<file path="src/rtl/pu_lsu_pkg.sv">
package pu_lsu_pkg;

  typedef enum logic [1:0] {
    SZ_BYTE = 2'd0,
    SZ_HALF = 2'd1,
    SZ_WORD = 2'd2,
    SZ_DBL  = 2'd3
  } acc_size_e;

  typedef enum logic [1:0] {
    ST_IDLE = 2'd0,
    ST_REQ  = 2'd1,
    ST_WAIT = 2'd2
  } lsu_state_e;

endpackage

</file>
<file path="src/rtl/pu_lsu_agu.sv">
// Address side: pointer update, alignment test, byte enables, store lane placement.
module pu_lsu_agu
  import pu_lsu_pkg::*;
#(
  parameter int XLEN  = 64,
  parameter int IMM_W = 16
) (
  input  acc_size_e              size_i,
  input  logic                   indexed_i,
  input  logic [XLEN-1:0]        base_i,
  input  logic [XLEN-1:0]        index_i,
  input  logic [XLEN-1:0]        store_i,
  input  logic [IMM_W-1:0]       imm_i,
  output logic [XLEN-1:0]        next_base_o,
  output logic [XLEN-1:0]        wdata_o,
  output logic [XLEN/8-1:0]      be_o,
  output logic                   misaligned_o
);
  localparam int LANES  = XLEN / 8;
  localparam int LANE_W = $clog2(LANES);
  localparam int EXT_W  = XLEN - IMM_W;

  logic [XLEN-1:0]   d_off;
  logic [XLEN-1:0]   ds_off;
  logic [XLEN-1:0]   offset;
  logic [LANE_W-1:0] lane;
  logic [LANE_W:0]   lane_x;
  logic [LANE_W:0]   nbytes;
  logic [LANE_W-1:0] size_mask;
  logic [XLEN-1:0]   trimmed;

  // immediate offsets: plain signed field, or word-scaled field with low bits forced to zero
  assign d_off  = {{EXT_W{imm_i[IMM_W-1]}}, imm_i};
  assign ds_off = {{EXT_W{imm_i[IMM_W-1]}}, imm_i[IMM_W-1:2], 2'b00};

  always_comb begin
    if (indexed_i)             offset = index_i;
    else if (size_i == SZ_DBL) offset = ds_off;
    else                       offset = d_off;
  end

  assign next_base_o = base_i + offset;

  assign lane      = base_i[LANE_W-1:0];
  assign lane_x    = {1'b0, lane};
  assign nbytes    = (LANE_W+1)'(1) << size_i;
  assign size_mask = nbytes[LANE_W-1:0] - LANE_W'(1);
  assign misaligned_o = |(lane & size_mask);

  for (genvar i = 0; i < LANES; i++) begin : g_lane
    assign be_o[i] = ((LANE_W+1)'(i) >= lane_x) && ((LANE_W+1)'(i) < lane_x + nbytes);
    assign trimmed[8*i +: 8] = ((LANE_W+1)'(i) < nbytes) ? store_i[8*i +: 8] : 8'h00;
  end

  assign wdata_o = trimmed << {lane, 3'b000};

endmodule

</file>
<file path="src/rtl/pu_lsu_ldfmt.sv">
// Load side: select the addressed lanes and extend to full register width.
module pu_lsu_ldfmt
  import pu_lsu_pkg::*;
#(
  parameter int XLEN = 64
) (
  input  logic [XLEN-1:0]            rdata_i,
  input  logic [$clog2(XLEN/8)-1:0]  lane_i,
  input  acc_size_e                  size_i,
  input  logic                       signed_i,
  output logic [XLEN-1:0]            result_o
);
  localparam int LANES  = XLEN / 8;
  localparam int LANE_W = $clog2(LANES);

  logic [XLEN-1:0] shifted;
  logic [LANE_W:0] nbytes;
  logic            msb;
  logic            extend;
  logic [7:0]      fill;

  assign shifted = rdata_i >> {lane_i, 3'b000};
  assign nbytes  = (LANE_W+1)'(1) << size_i;

  always_comb begin
    case (size_i)
      SZ_BYTE: msb = shifted[7];
      SZ_HALF: msb = shifted[15];
      SZ_WORD: msb = shifted[31];
      default: msb = shifted[XLEN-1];
    endcase
  end

  // only halfword and word have a signed flavour
  assign extend = signed_i && ((size_i == SZ_HALF) || (size_i == SZ_WORD));
  assign fill   = extend ? {8{msb}} : 8'h00;

  for (genvar j = 0; j < LANES; j++) begin : g_byte
    assign result_o[8*j +: 8] = ((LANE_W+1)'(j) < nbytes) ? shifted[8*j +: 8] : fill;
  end

endmodule

</file>
<file path="src/rtl/pu_lsu.sv">
module pu_lsu
  import pu_lsu_pkg::*;
#(
  parameter int XLEN   = 64,
  parameter int IMM_W  = 16,
  parameter int REG_AW = 5
) (
  input  logic                 clk,
  input  logic                 rst,
  input  logic                 op_valid,
  output logic                 op_ready,
  input  logic [1:0]           op_size,
  input  logic                 op_signed,
  input  logic                 op_store,
  input  logic                 op_indexed,
  input  logic [XLEN-1:0]      base_val,
  input  logic [XLEN-1:0]      index_val,
  input  logic [XLEN-1:0]      store_val,
  input  logic [IMM_W-1:0]     imm_field,
  input  logic [REG_AW-1:0]    base_num,
  input  logic [REG_AW-1:0]    tgt_num,
  output logic                 mem_req_valid,
  input  logic                 mem_req_ready,
  output logic [XLEN-1:0]      mem_req_addr,
  output logic                 mem_req_we,
  output logic [1:0]           mem_req_size,
  output logic [XLEN/8-1:0]    mem_req_be,
  output logic [XLEN-1:0]      mem_req_wdata,
  input  logic                 mem_rsp_valid,
  input  logic [XLEN-1:0]      mem_rsp_rdata,
  output logic                 tgt_we,
  output logic [REG_AW-1:0]    tgt_waddr,
  output logic [XLEN-1:0]      tgt_wdata,
  output logic                 base_we,
  output logic [REG_AW-1:0]    base_waddr,
  output logic [XLEN-1:0]      base_wdata,
  output logic                 illegal_form,
  output logic                 misaligned
);
  localparam int LANES  = XLEN / 8;
  localparam int LANE_W = $clog2(LANES);

  lsu_state_e        state_q;
  acc_size_e         size_in;
  acc_size_e         size_q;
  logic              accept;
  logic              form_bad;
  logic              agu_misaligned;
  logic [XLEN-1:0]   agu_next_base;
  logic [XLEN-1:0]   agu_wdata;
  logic [LANES-1:0]  agu_be;
  logic [XLEN-1:0]   next_base_q;
  logic [REG_AW-1:0] base_num_q;
  logic [REG_AW-1:0] tgt_num_q;
  logic              signed_q;
  logic              store_q;
  logic [LANE_W-1:0] lane_q;
  logic [XLEN-1:0]   addr_q;
  logic [LANES-1:0]  be_q;
  logic [XLEN-1:0]   wdata_q;
  logic              resp_done;

  assign size_in  = acc_size_e'(op_size);
  assign op_ready = (state_q == ST_IDLE);
  assign accept   = op_valid && op_ready;
  assign form_bad = !op_store && ((base_num == '0) || (base_num == tgt_num));

  pu_lsu_agu #(
    .XLEN  (XLEN),
    .IMM_W (IMM_W)
  ) u_agu (
    .size_i       (size_in),
    .indexed_i    (op_indexed),
    .base_i       (base_val),
    .index_i      (index_val),
    .store_i      (store_val),
    .imm_i        (imm_field),
    .next_base_o  (agu_next_base),
    .wdata_o      (agu_wdata),
    .be_o         (agu_be),
    .misaligned_o (agu_misaligned)
  );

  always_ff @(posedge clk) begin
    if (rst) begin
      state_q      <= ST_IDLE;
      illegal_form <= 1'b0;
      misaligned   <= 1'b0;
      size_q       <= SZ_BYTE;
      next_base_q  <= '0;
      base_num_q   <= '0;
      tgt_num_q    <= '0;
      signed_q     <= 1'b0;
      store_q      <= 1'b0;
      lane_q       <= '0;
      addr_q       <= '0;
      be_q         <= '0;
      wdata_q      <= '0;
    end else begin
      illegal_form <= 1'b0;
      misaligned   <= 1'b0;
      case (state_q)
        ST_IDLE: begin
          if (accept) begin
            if (form_bad) begin
              illegal_form <= 1'b1;
            end else if (agu_misaligned) begin
              misaligned <= 1'b1;
            end else begin
              state_q     <= ST_REQ;
              addr_q      <= base_val;
              size_q      <= size_in;
              store_q     <= op_store;
              be_q        <= agu_be;
              wdata_q     <= op_store ? agu_wdata : '0;
              next_base_q <= agu_next_base;
              base_num_q  <= base_num;
              tgt_num_q   <= tgt_num;
              signed_q    <= op_signed;
              lane_q      <= base_val[LANE_W-1:0];
            end
          end
        end
        ST_REQ: begin
          if (mem_req_ready) state_q <= ST_WAIT;
        end
        ST_WAIT: begin
          if (mem_rsp_valid) state_q <= ST_IDLE;
        end
        default: state_q <= ST_IDLE;
      endcase
    end
  end

  assign mem_req_valid = (state_q == ST_REQ);
  assign mem_req_addr  = addr_q;
  assign mem_req_we    = store_q;
  assign mem_req_size  = size_q;
  assign mem_req_be    = be_q;
  assign mem_req_wdata = wdata_q;

  assign resp_done = (state_q == ST_WAIT) && mem_rsp_valid;

  pu_lsu_ldfmt #(
    .XLEN (XLEN)
  ) u_ldfmt (
    .rdata_i  (mem_rsp_rdata),
    .lane_i   (lane_q),
    .size_i   (size_q),
    .signed_i (signed_q),
    .result_o (tgt_wdata)
  );

  assign tgt_we     = resp_done && !store_q;
  assign tgt_waddr  = tgt_num_q;
  assign base_we    = resp_done;
  assign base_waddr = base_num_q;
  assign base_wdata = next_base_q;

endmodule

</file>
<file path="config.mk">
export PLATFORM = sky130hd
export DESIGN_NAME = pu_lsu
export DESIGN_NICKNAME = d
export VERILOG_FILES = /design/src/rtl/pu_lsu_pkg.sv /design/src/rtl/pu_lsu_agu.sv /design/src/rtl/pu_lsu_ldfmt.sv /design/src/rtl/pu_lsu.sv
export SDC_FILE = /design/constraint.sdc
export NUM_CORES = 1
export LEC_CHECK = 0
export ABC_AREA = 1
export BUFFER_PORTS_ARGS = -buffer_cell sky130_fd_sc_hd__clkbuf_2
export CAP_MARGIN = 20
export CORE_AREA = 5 5 218 220
export CTS_BUF_LIST = sky130_fd_sc_hd__clkbuf_4
export DETAILED_ROUTE_END_ITERATION = 10
export DIE_AREA = 0 0 223 225
export GPL_TIMING_DRIVEN = 0
export HOLD_SLACK_MARGIN = 0.05
export PLACE_DENSITY = 0.69
export SKIP_LAST_GASP = 1
export SLEW_MARGIN = 30
export SYNTH_ARGS = -nofsm -noshare
export SYNTH_HDL_FRONTEND = slang
export SYNTH_SLANG_ARGS = --single-unit
</file>
<file path="constraint.sdc">
create_clock -name clk -period 2.4 [get_ports clk]
set_input_delay 0 -clock clk [delete_from_list [all_inputs] [get_ports clk]]
set_output_delay 0 -clock clk [all_outputs]
set_load 0.02 [all_outputs]
</file>
==> impl_metrics.yaml <==
global_routing:
  grt_use_met3_pct: 10.7
  grt_start_max_net_pins: 12
  grt_antenna_before_repair: 5
  met1_usage_pct: 46.0
  top_usage_layer: "met2"
  grt_pass1_wl_um: 156000
  grtUsageMet2_pct: 66.9
  grt_overflow_total: 0
  grt_pass1_vias: 25428
  grt_usage_pct: 40.1
timing:
  fin_crit_ns: 2.81
  rsz0062_at_grt: "yes"
  hold_viol: 0
  tns_ns: -18.16
  timing.final.crit_share_pct: 117
  worstMarginPinSlew_ns: 0.944
  slew_violations: 0
  setup_viol: 63
  max_freq_mhz: 356
  hold_ws_ns: 0.0694
  clock_skew_ns: 0.0866
  setup_ws_ns: -0.408
  relSlewSlack_pct: 37.0
yosys:
  synth_seq_cells: 218
  yosys.area.top_type: "nand2_1"
  yosysWarnings: 0
  ys_top_cells_by_count: "nand2_1 (1220), inv_1 (491), nor2_1 (387), o21ai_0 (252), a21oi_1 (223)"
  yosys.area.top_type_share_pct: 24.9
  syn_inst: 3366
  synth_top_flop_cell: "dfxtp_1"
  netlist_area_um2: 18400
  synth_most_common_cell: "nand2_1"
  synth_nets: 3734
  synth_cell_types: 43
  synth_edf_count: 0
  ys_top_cells_by_area: "nand2_1 (25%), dfxtp_1 (24%), inv_1 (10%)"
  ys_seq_area_share_pct: 23.7
  synth.avg_cell_area_um2: 5.47
  ys_async_sr_fraction_pct: 0
place:
  place_congestion: 1.05
  place_area_um2: 22000
  dp.cells: 4538
  dp_hpwl_um: 81500
  dp_worst_setup_slack_ns: -1.99
  numPortBuffers: 572
power:
  peakVddDrop_v: 0.000406
  power.density_nw_per_um2: 509
  p_leak_nw: 14.9
  power.total_mw: 14.0
worst_setup_path:
  reg2regPathDepth: 9
  cp_max_fo: 9
  worstPathArrival_ns: 2.81
  cpMostUsedCell: "nand2_1"
  critPathLaunchType: "flip-flop"
  regToRegStartpoint: "state_q[1]"
  path_delay_family: "simple AND/OR/NAND/NOR gates"
  cp_cell_sequence: "buf_8 -> nand2_1 -> nand2_1 -> nor2_2 -> o22ai_4 -> nand2_1 -> nand3_2 -> nand2_2 -> nand2_4 -> nand3_4 -> buf_8 -> nand2_1 -> clkbuf_4"
  crit_type: "flip-flop to output pin"
  r2r_setup_slack_ns: 0.11
  path_buf_inv: 3
  crit_start: "lane_q[0]"
  slowest_stage: "dfxtp_4"
  endpoint_kind: "output pin"
  r2r-end: "base_wdata[48]"
  cpPeakStageDelay_ns: 0.44
  cp.required_ns: 2.40
route:
  drtPass1Iterations: 6
  wl_per_cell_um: 21.2
  drt.antenna.violating_nets: 0
  drt_iter0_markers: 2557
  vias: 26402
  totalWireLength_um: 107000
  via_per_inst: 5.26
  drc: 0
min_path:
  hold_depth: 8
  hold_end: "base_wdata[50]"
  hold_path.class: "input pin to flip-flop"
  min-delay-start: "index_val[50]"
clock_network:
  cts_tree: "built"
  numCtsBuffers: 66
  clk-insertion-delay-late_ns: 0.83
  clkTransAtPathRegs_ns: 0.06
  cts_max_level: 3
  clkSinkCount: 218
  ctsLongestPathBuffers: 3
  cts-root-buf: "clkbuf_4"
die:
  die_y_um: 225
  start_util_pct: 40.8
  die_area_um2: 50200
  core_um2: 45100
  die_w_um: 223
  rows: 78
  io-pin-count: 575
flow_run:
  drv_cap: 0
final_layout:
  post-route-util_pct: 60.9
  final_area_um2: 27500
  layoutNonFillerInstCount: 5021
  fin_nets: 4732
  area_delta_synth_final_pct: 49.2
  layout-drive-gt1-share_pct: 20.8
outcome:
  violations: "negative setup slack"
  status: "complete, but fails checks"
[cell usage in the layout (no fill, tap or decap), types with 28 or more instances in the layout]
cell type / n
ha_1: 69
a21oi_1: 221
dlygate4sd3_1: 320
nor2_1: 376
buf_6: 29
clkbuf_2: 531
clkbuf_4: 122
inv_1: 486
o21ai_0: 223
nor3_1: 46
o211ai_1: 28
nand3_1: 124
dfxtp_1: 215
nand2_1: 1182
clkbuf_1: 66
buf_4: 40
buf_2: 35
[report_power, final]
part	leakage [nW]	switching, mW	internal (mW)
clock	0.509	1.88	2.02
combinational	12.7	3.89	2.18
sequential	1.78	0.148	3.86
total	14.9	5.91	8.06
[flip-flops by register name, indices dropped and copies added, names as in the netlist]
register,count
mem_req_wdata,64
illegal_form,1
lane_q,2
base_wdata,64
mem_req_addr,62
base_waddr,5
tgt_waddr,5
signed_q,1
mem_req_be,8
misaligned,1
mem_req_size,2
state_q,2
mem_req_we,1
[area by class of cell]
| class | instances | area, µm² |
|---|---|---|
| diodes | 7 | 17.5 |
| plain buffers | 157 | 856 |
| clock buffers | 93 | 698 |
| clock inverters | 25 | 165 |
| fillers | 4505 | 17600 |
| inverters | 498 | 1890 |
| multi-input cells | 2492 | 11900 |
| flip-flops and latches | 218 | 4380 |
| well taps | 600 | 751 |
| repair buffers | 931 | 6790 |
[cell families after synthesis]
logic type                 share of synthesized area (%)
AOI/OAI and AO/OA                                   16.0
xor gates and xnor gates                            1.76
adders and majority gates                           5.25
buffers and inverters                               13.9
DFF                                                 23.7
muxes                                              0.544
and+or+nand+nor                                     38.9
[worst min-delay path, delay by kind of cell]
kind | cells | cell delay, ns
fa+ha+maj | 1 | 0.26
buf+inv | 2 | 0.14
simple gates | 5 | 0.44
[worst max-delay path by stage]
stage	depth (start not counted)	to	slack [ns]
floorplan	16	base_wdata[59]	0.01
global placement	17	base_wdata[53]	-2.01
detailed placement	18	base_wdata[51]	-1.99
CTS	13	tgt_wdata[54]	-0.33
global route	14	tgt_wdata[36]	-0.51
finish	13	tgt_wdata[54]	-0.41
[routing by layer]
layer / vias up / part of all wire [%] / wire (µm)
li1: 12540 / - / -
met1: 11892 / 37 / 39500
met2: 1540 / 45 / 48500
met3: 430 / 9.9 / 10600
met4: 0 / 7.6 / 8070
met5: - / 0 / 0
[what timing repair did]
| item | CTS | global route |
|---|---|---|
| cloned | 0 | 2 |
| hold buffers | 321 | 0 |
| hold endpoints to repair | 209 | 0 |
| gates resized for setup | 208 | 166 |
| pin swaps | 21 | 17 |
| setup endpoints to repair | 115 | 137 |
| buffers inserted | 21 | 15 |
(Power assumes the default switching activity.)
